File: config.mk
export PLATFORM = sky130hd
export DESIGN_NAME = crc_evt_cnt_bank
export DESIGN_NICKNAME = d
export VERILOG_FILES = /design/src/rtl/crc_evt_pkg.sv /design/src/rtl/crc_evt_counter.sv /design/src/rtl/crc_evt_regif.sv /design/src/rtl/crc_evt_cnt_bank.sv
export SDC_FILE = /design/constraint.sdc
export NUM_CORES = 1
export LEC_CHECK = 0
export BUFFER_PORTS_ARGS = -buffer_cell sky130_fd_sc_hd__buf_2
export CORE_UTILIZATION = 55
export CTS_BUF_LIST = sky130_fd_sc_hd__clkbuf_4 sky130_fd_sc_hd__clkbuf_8 sky130_fd_sc_hd__clkbuf_16
export DETAILED_ROUTE_END_ITERATION = 16
export HOLD_SLACK_MARGIN = 0.02
export PLACE_DENSITY = 0.71
export SYNTH_ARGS = -nofsm -noshare
export SYNTH_HDL_FRONTEND = slang
export SYNTH_SLANG_ARGS = --single-unit
File: constraint.sdc
create_clock -name clk -period 3.04 [get_ports clk]
set_input_delay 0.152 -clock clk [delete_from_list [all_inputs] [get_ports clk]]
set_output_delay 0.152 -clock clk [all_outputs]
set_load 0.05 [all_outputs]
File: src/rtl/crc_evt_pkg.sv
package crc_evt_pkg;

    localparam int unsigned ADDR_W = 21;
    localparam int unsigned DATA_W = 8;
    localparam int unsigned NUM_CH = 2;
    localparam int unsigned CH_LINK = 0;
    localparam int unsigned CH_E2E  = 1;

    localparam logic [ADDR_W-1:0] CHK_ADDR = 21'h00119;

    localparam logic [2:0] OFS_CTRL  = 3'd0;
    localparam logic [2:0] OFS_LANE  = 3'd1;
    localparam logic [2:0] OFS_EVT   = 3'd2;
    localparam logic [2:0] OFS_GRP   = 3'd3;

    localparam logic [7:0] GRP_LINK = 8'h02;
    localparam logic [7:0] EVT_LINK = 8'h01;
    localparam logic [7:0] GRP_E2E  = 8'h03;
    localparam logic [7:0] EVT_E2E  = 8'h02;

    localparam logic [1:0] CLR_ONE = 2'b01;
    localparam logic [1:0] CLR_ALL = 2'b11;

    function automatic logic [ADDR_W-1:0] port_base(input int cfg);
        case (cfg)
            1:       return 21'h00308;
            2:       return 21'h002B4;
            default: return 21'h00340;
        endcase
    endfunction

    typedef struct packed {
        logic              chk_en;
        logic [2:0]        cnt_en;
        logic [7:0]        lane;
        logic [7:0]        evt;
        logic [7:0]        grp;
        logic              rvalid;
        logic [DATA_W-1:0] rdata;
    } regif_state_t;

endpackage

File: src/rtl/crc_evt_counter.sv
module crc_evt_counter #(
    parameter int unsigned CNT_W = 32
) (
    input  logic             clk,
    input  logic             rst_n,
    input  logic             clr,
    input  logic             inc,
    output logic [CNT_W-1:0] cnt
);
    localparam logic [CNT_W-1:0] CNT_MAX = '1;

    logic [CNT_W-1:0] cnt_d, cnt_q;

    always_comb begin
        cnt_d = cnt_q;
        if (clr) begin
            cnt_d = '0;
        end else if (inc && cnt_q != CNT_MAX) begin
            cnt_d = cnt_q + 1'b1;
        end
    end

    always_ff @(posedge clk or negedge rst_n) begin
        if (!rst_n) cnt_q <= '0;
        else        cnt_q <= cnt_d;
    end

    assign cnt = cnt_q;
endmodule

File: src/rtl/crc_evt_regif.sv
module crc_evt_regif
    import crc_evt_pkg::*;
#(
    parameter int PORT_CFG = 0
) (
    input  logic              clk,
    input  logic              rst_n,
    input  logic [ADDR_W-1:0] addr,
    input  logic              wr,
    input  logic              rd,
    input  logic [DATA_W-1:0] wdata,
    input  logic [31:0]       link_word,
    input  logic [31:0]       e2e_word,
    output logic              count_ok,
    output logic [NUM_CH-1:0] clr,
    output logic [DATA_W-1:0] rdata,
    output logic              rvalid
);
    localparam logic [ADDR_W-1:0] BASE = port_base(PORT_CFG);

    regif_state_t s_d, s_q;

    logic [ADDR_W-1:0] off;
    logic              in_win;
    logic              sel_link, sel_e2e;
    logic [31:0]       sel_word;
    logic              wr_ctrl;

    always_comb begin
        off      = addr - BASE;
        in_win   = (addr >= BASE) && (off < 21'd8);
        sel_link = (s_q.grp == GRP_LINK) && (s_q.evt == EVT_LINK);
        sel_e2e  = (s_q.grp == GRP_E2E)  && (s_q.evt == EVT_E2E);
        sel_word = sel_link ? link_word : (sel_e2e ? e2e_word : 32'h0);
        wr_ctrl  = wr && in_win && (off[2:0] == OFS_CTRL);

        clr[CH_LINK] = wr_ctrl && ((wdata[1:0] == CLR_ALL) ||
                                   ((wdata[1:0] == CLR_ONE) && sel_link));
        clr[CH_E2E]  = wr_ctrl && ((wdata[1:0] == CLR_ALL) ||
                                   ((wdata[1:0] == CLR_ONE) && sel_e2e));

        count_ok = s_q.chk_en && (s_q.cnt_en == 3'b111) && (s_q.lane == 8'h00);

        s_d        = s_q;
        s_d.rvalid = rd;
        s_d.rdata  = '0;

        if (rd) begin
            if (addr == CHK_ADDR) begin
                s_d.rdata = {7'b0, s_q.chk_en};
            end else if (in_win) begin
                case (off[2:0])
                    OFS_CTRL: s_d.rdata = {3'b000, s_q.cnt_en, 2'b00};
                    OFS_LANE: s_d.rdata = s_q.lane;
                    OFS_EVT:  s_d.rdata = s_q.evt;
                    OFS_GRP:  s_d.rdata = s_q.grp;
                    3'd4:     s_d.rdata = sel_word[7:0];
                    3'd5:     s_d.rdata = sel_word[15:8];
                    3'd6:     s_d.rdata = sel_word[23:16];
                    default:  s_d.rdata = sel_word[31:24];
                endcase
            end
        end

        if (wr) begin
            if (addr == CHK_ADDR) begin
                s_d.chk_en = wdata[0];
            end else if (in_win) begin
                case (off[2:0])
                    OFS_CTRL: s_d.cnt_en = wdata[4:2];
                    OFS_LANE: s_d.lane   = wdata;
                    OFS_EVT:  s_d.evt    = wdata;
                    OFS_GRP:  s_d.grp    = wdata;
                    default:  ;
                endcase
            end
        end
    end

    always_ff @(posedge clk or negedge rst_n) begin
        if (!rst_n) s_q <= '0;
        else        s_q <= s_d;
    end

    assign rdata  = s_q.rdata;
    assign rvalid = s_q.rvalid;
endmodule

File: src/rtl/crc_evt_cnt_bank.sv
module crc_evt_cnt_bank
    import crc_evt_pkg::*;
#(
    parameter int          PORT_CFG = 0,
    parameter int unsigned CNT_W    = 32
) (
    input  logic        clk,
    input  logic        rst_n,
    input  logic [20:0] reg_addr,
    input  logic        reg_wr,
    input  logic        reg_rd,
    input  logic [7:0]  reg_wdata,
    output logic [7:0]  reg_rdata,
    output logic        reg_rvalid,
    input  logic        link_crc_err,
    input  logic        e2e_crc_err
);
    logic                          count_ok;
    logic [NUM_CH-1:0]             ch_clr;
    logic [NUM_CH-1:0]             ch_evt;
    logic [NUM_CH-1:0][CNT_W-1:0]  ch_cnt;
    logic [NUM_CH-1:0][31:0]       ch_word;

    assign ch_evt[CH_LINK] = link_crc_err;
    assign ch_evt[CH_E2E]  = e2e_crc_err;

    for (genvar i = 0; i < NUM_CH; i++) begin : g_ch
        crc_evt_counter #(.CNT_W(CNT_W)) u_cnt (
            .clk   (clk),
            .rst_n (rst_n),
            .clr   (ch_clr[i]),
            .inc   (ch_evt[i] && count_ok),
            .cnt   (ch_cnt[i])
        );

        always_comb begin
            ch_word[i]            = '0;
            ch_word[i][CNT_W-1:0] = ch_cnt[i];
        end
    end

    crc_evt_regif #(.PORT_CFG(PORT_CFG)) u_regif (
        .clk       (clk),
        .rst_n     (rst_n),
        .addr      (reg_addr),
        .wr        (reg_wr),
        .rd        (reg_rd),
        .wdata     (reg_wdata),
        .link_word (ch_word[CH_LINK]),
        .e2e_word  (ch_word[CH_E2E]),
        .count_ok  (count_ok),
        .clr       (ch_clr),
        .rdata     (reg_rdata),
        .rvalid    (reg_rvalid)
    );
endmodule

==> impl_metrics.tcl, run 1 <==
set metrics [dict create \
    cts_tree "built" \
    synth_edf_count 0 \
    hpwl_mm 10.9 \
    viasPerCell 6.28 \
    worstPathRequired_ps 3330 \
    cts_root_buf "clkbuf_8" \
    postCtsSetupBuffers 0 \
    num-fill-cells 884 \
    wl_mm 15.0 \
    die_w_um 105 \
    synth_area_um2 5870 \
    clock_latency_ps 390 \
    worstPathBufferInverterCount 1 \
    clock_skew_ps 12.8 \
    io_pins 44 \
    fin_worst_hold_slack_ps 33.3 \
    yosysWarnings 0 \
    final_cell_mix "101 x dfrtp_1, 89 x nor2_1, 42 x buf_2" \
    clk_path_buf_depth 2 \
    fp.dieH_um 105 \
    syn-instance-count 616 \
    drc 0 \
    ys_types 59 \
    synth_area_per_cell_um2 9.53 \
    synth_top_cell_area_share_pct 43.1 \
    synth_flop_cell "dfrtp_1" \
    globalplace.congestion 0.902 \
    drive_gt1_share_pct 17.7 \
    yosys_register_bits 101 \
    htreeDepth 3 \
    numCtsBuffers 9 \
    status "complete, no violations" \
    cts_resized 0 \
    max_cap_viol_count 0 \
    cp-end-kind "register" \
    routedWlPerCell_um 18.7 \
    yosysTopAreaCell "dfrtp_1" \
    num_rows 37 \
    drt_iter0_markers 382 \
    crit_chain "nor4bb_1 -> buf_4 -> nand4_1 -> or4_1 -> nor4_1 -> xnor2_1 -> nor2_1" \
    critical_path_arrival_ps 2990 \
    grt_max_degree 87 \
    cp_slowest_cell "or4_1" \
    final.period_utilization_pct 88.8 \
    final_common_cell "dfrtp_1" \
    critPathLaunchType "register" \
    port_buffers 43 \
    post-route-util_pct 63.2 \
    antenna_left 0 \
    rrSetupSlack_ps 340 \
    vias 5040 \
    grt_pass1_vias 4782 \
    max_freq_mhz 370 \
    rsz0062_at_grt "no" \
    ys_top_cells_by_area "dfrtp_1 43%, nor2_1 5.7%, mux2_2 5.4%" \
    fin_tns_setup_ps 0 \
    powerDensity_nw_per_um2 373 \
    grt_pass1_wl_mm 24.8 \
    core-area_um2 10300 \
    cts_sinks 101 \
    hold_violations 0 \
    ys_async_sr_fraction_pct 100 \
    grt_overflow 0 \
    initial_core_util_pct 56.9 \
    syn_nets 655 \
    hold_path_class "in2reg" \
    peakVddDrop_uv 388 \
    report.final.setup_viol 0 \
    p_leak_nw 2.93 \
    dieArea_um2 11100 \
    slew_headroom_pct 28.9 \
    tightest_slew_ps 1070 \
    antenna_found_initial 0 \
    path_clk_slew_ps 100 \
    cp_slowest_stage_delay_ps 730 \
    maxSlewViolCount 0 \
    path_class "reg2reg" \
    ys_seq_area_share_pct 43.1 \
    diodes 0 \
    holdBufCountCts 3 \
    final_nets 700 \
    cp_max_fo 7 \
    dr.pass1.iters 5 \
    syn2layout_area_growth_pct 11.1 \
    period_minus_slack_ps 2700 \
    track_usage_pct 28.9 \
    crit_family "simple AND/OR/NAND/NOR gates" \
]
==> cell usage after synthesis, drive strengths merged (9+ instances only) <==
cell and instances:
clkbuf 12, nor2 91, buf 20, o21ai 14
nand2 41, nor3 26, and4 11, mux2 28
a22o 15, xor2 31, dfrtp 101, mux2i 9
and3 10, nand3 38, xnor2 26, a22oi 15
nand4 26
==> flip-flops by register name (all words and copies together) (netlist names) <==
signal,cells
g_ch.u_cnt.cnt,64
u_regif.rvalid,1
u_regif.s_q,28
u_regif.rdata,8
==> power by group <==
group	switching [mW]	internal [mW]
registers	0.000118	1.34
clock network	0.481	0.467
logic	0.0947	0.0459
==> worst reg2reg max path: stages, from the launching register on <==
cell and delay [ps]:
dfrtp_1 410, nor4bb_1 460, buf_4 240, nand4_1 200
or4_1 730, nor4_1 350, xnor2_1 160, nor2_1 50
==> area by class of cell <==
cell class                 instances  area [µm²]  share of cell area (%)
multi-input combinational        474        3150                    48.2
inverter                           9        33.8                   0.518
clock inverter                     7        98.8                    1.52
clock buffer                       9         124                    1.90
tap                              136         170                    2.61
timing repair buffer              66         423                    6.48
sequential                       101        2530                    38.7
==> cell families (layout without fill, tap and decap cells) <==
kind of cell | count (synthesis) | count (layout) | synth area share (%)
DFF | 101 | 101 | 43.1
and+or+nand+nor | 286 | 286 | 25.8
adders and majority gates | 4 | 4 | 0.853
muxes | 37 | 37 | 6.91
AOI/OAI and AO/OA | 90 | 90 | 11.5
xor gates and xnor gates | 57 | 57 | 8.51
buffers and inverters | 41 | 91 | 3.33
==> metal layers <==
metal,vias to the layer above,track usage (%),part of all wire (%)
li1,2349,-,-
met1,2466,40.6,46
met2,196,44.6,45
met3,29,4.58,6.3
met4,0,11.8,2.6
met5,-,0,0
==> stage by stage <==
step	total power, mW	area (µm²)	setup slack (ps)	std cells
6_report	2.43	6520	340	802
5_1_grt	2.50	6520	225	802
4_1_cts	2.45	6520	368	802
3_5_place_dp	1.51	6270	188	783
3_3_place_gp	1.50	6270	211	783
2_1_floorplan	1.43	5870	311	616
==> worst paths after layout <==
kind | startpoint | end | cells after the start
max | u_regif.s_q[28] | g_ch[1].u_cnt.cnt[25] | 7
min | reg_wdata[7] | u_regif.s_q[16] | 2
max reg2reg | u_regif.s_q[28] | g_ch[1].u_cnt.cnt[25] | 7
min reg2reg | u_regif.s_q[12] | u_regif.s_q[12] | 1
max in group asynchronous | rst_n | g_ch[0].u_cnt.cnt[10] | 3
min in group asynchronous | rst_n | u_regif.s_q[33] | 2
No activity file was read; power rests on OpenSTA's default activity.
==> run 2, diff against run 1 <==
- REMOVE_ABC_BUFFERS: default -> 1
==> run 2 against run 1 <==
Register-to-register slack better by 110 ps. Clock power down 18%. Non-clock buffer count up 7. Setup slack better by 110 ps. Routed wire length down 0.51%. Cell count up 0.87%. Maximum frequency up 4.3%. Critical endpoint unchanged.
==> impl_metrics.tcl, run 2 (synthesis gave the netlist of run 1 again) <==
set metrics [dict create \
    status "complete, no violations" \
    globalplace.congestion 0.909 \
    clock_latency_ps 390 \
    hold_violations 0 \
    grt_max_degree 72 \
    num-fill-cells 883 \
    cp_slowest_cell "or4_1" \
    crit_chain "nor4b_1 -> buf_4 -> nand4_1 -> or4_1 -> nor4_1 -> xnor2_1 -> nor2_1" \
    final_cell_mix "101 x dfrtp_1, 89 x nor2_1, 42 x buf_2" \
    p_total_mw 2.27 \
    core-area_um2 10300 \
    antenna_left 0 \
    final.period_utilization_pct 85.1 \
    final_common_cell "dfrtp_1" \
    tightest_slew_ps 919 \
    clock_skew_ps 11.0 \
    postCtsSetupBuffers 0 \
    vias 5041 \
    io_pins 44 \
    cts_root_buf "clkbuf_8" \
    cp-end-kind "register" \
    peakVddDrop_uv 423 \
    largest_reg_flops 64 \
    viasPerCell 6.23 \
    endpoint "g_ch[1].u_cnt.cnt[25]" \
    r2r-start "u_regif.s_q[31]" \
    numCtsBuffers 9 \
    post-route-util_pct 63.3 \
    cts_resized 0 \
    cp_slowest_stage_delay_ps 720 \
    grt_overflow 0 \
    routedWlPerCell_um 18.4 \
    worstPathBufferInverterCount 1 \
    max_freq_mhz 386 \
    fp.dieH_um 105 \
    p_leak_nw 2.95 \
    drt_iter0_markers 415 \
    dr.pass1.iters 5 \
    grt_pass1_vias 4867 \
    htreeDepth 3 \
    antenna_found_initial 0 \
    final_nets 707 \
    report.final.setup_viol 0 \
    diodes 0 \
    rrSetupSlack_ps 450 \
    cts_sinks 101 \
    powerDensity_nw_per_um2 347 \
    clk_path_buf_depth 2 \
    num_rows 37 \
    rsz0062_at_grt "no" \
    cp_max_fo 7 \
    period_minus_slack_ps 2590 \
    maxSlewViolCount 0 \
    critPathLaunch "u_regif.s_q[31]" \
    slew_headroom_pct 38.7 \
    die_w_um 105 \
    path_clk_slew_ps 100 \
    port_buffers 43 \
    track_usage_pct 28.5 \
    hold_path_class "in2reg" \
    crit_family "simple AND/OR/NAND/NOR gates" \
    drc 0 \
    path_class "reg2reg" \
    hpwl_mm 10.9 \
    holdBufCountCts 6 \
    drive_gt1_share_pct 18.1 \
    worstPathRequired_ps 3320 \
    initial_core_util_pct 56.9 \
    grt_pass1_wl_mm 24.4 \
    dieArea_um2 11100 \
    max_cap_viol_count 0 \
    r2r_cells 7 \
    wl_mm 14.9 \
    crit_cells 7 \
    critPathLaunchType "register" \
    syn2layout_area_growth_pct 11.4 \
    critical_path_arrival_ps 2870 \
    rr_endpoint "g_ch[1].u_cnt.cnt[25]" \
    cts_tree "built" \
]
[run 2: cell count changes in the layout (fill, tap and decap cells not counted), sizes merged]
cell / before / now
buf: 63 / 67
clkinv: 4 / 5
clkbuf: 9 / 10
dlygate4sd3: 3 / 6
bufinv: 2 / 0
[run 2: final cells by class]
type | count | area [µm²] | share of cell area [%]
Tap cell | 136 | 170 | 2.60
Clock buffer | 10 | 131 | 2.01
Clock inverter | 6 | 47.5 | 0.727
Sequential cell | 101 | 2530 | 38.6
Multi-Input combinational cell | 474 | 3150 | 48.1
Inverter | 9 | 33.8 | 0.517
Timing Repair Buffer | 73 | 483 | 7.38
[run 2: how the worst min path moves through the flow]
| stage | from | to | slack [ps] | depth (start not counted) |
|---|---|---|---|---|
| 6_report | reg_wdata[3] | u_regif.s_q[28] | 50 | 2 |
| 5_1_grt | reg_wdata[3] | u_regif.s_q[28] | 40 | 2 |
| 4_1_cts | reg_wdata[3] | u_regif.s_q[28] | 30 | 2 |
| 3_5_place_dp | reg_rd | u_regif.rvalid | 290 | 1 |
| 3_3_place_gp | reg_rd | u_regif.rvalid | 290 | 1 |
| 2_1_floorplan | rst_n | g_ch[0].u_cnt.cnt[0] | -140 | 0 |
[run 2: through the flow]
step                      worst slack, ps  hold WS, ps  instances  TNS, ps  cell area, µm²
after floorplan                     -57.4         -144        584    -2060            5710
after global placement                180          288        787        0            6300
after detailed placement              143          290        787        0            6300
after CTS                             479         26.9        809        0            6540
after global routing                  352         36.5        809        0            6540
final                                 451         52.1        809        0            6540
[run 2: layer usage]
metal | up-vias | track usage (%) | wire length, µm
met2 | 184 | 44.9 | 6880
li1 | 2365 | - | -
met4 | 0 | 10.4 | 370
met5 | - | 0 | 0
met3 | 31 | 7.30 | 1040
met1 | 2461 | 38.0 | 6600
[run 2: where the power goes]
part,total (mW),switching (mW),internal (mW),leakage [nW]
sequential,1.34,0.000140,1.34,1.39
combinational,0.149,0.0992,0.0494,1.46
clock,0.781,0.469,0.312,0.0903
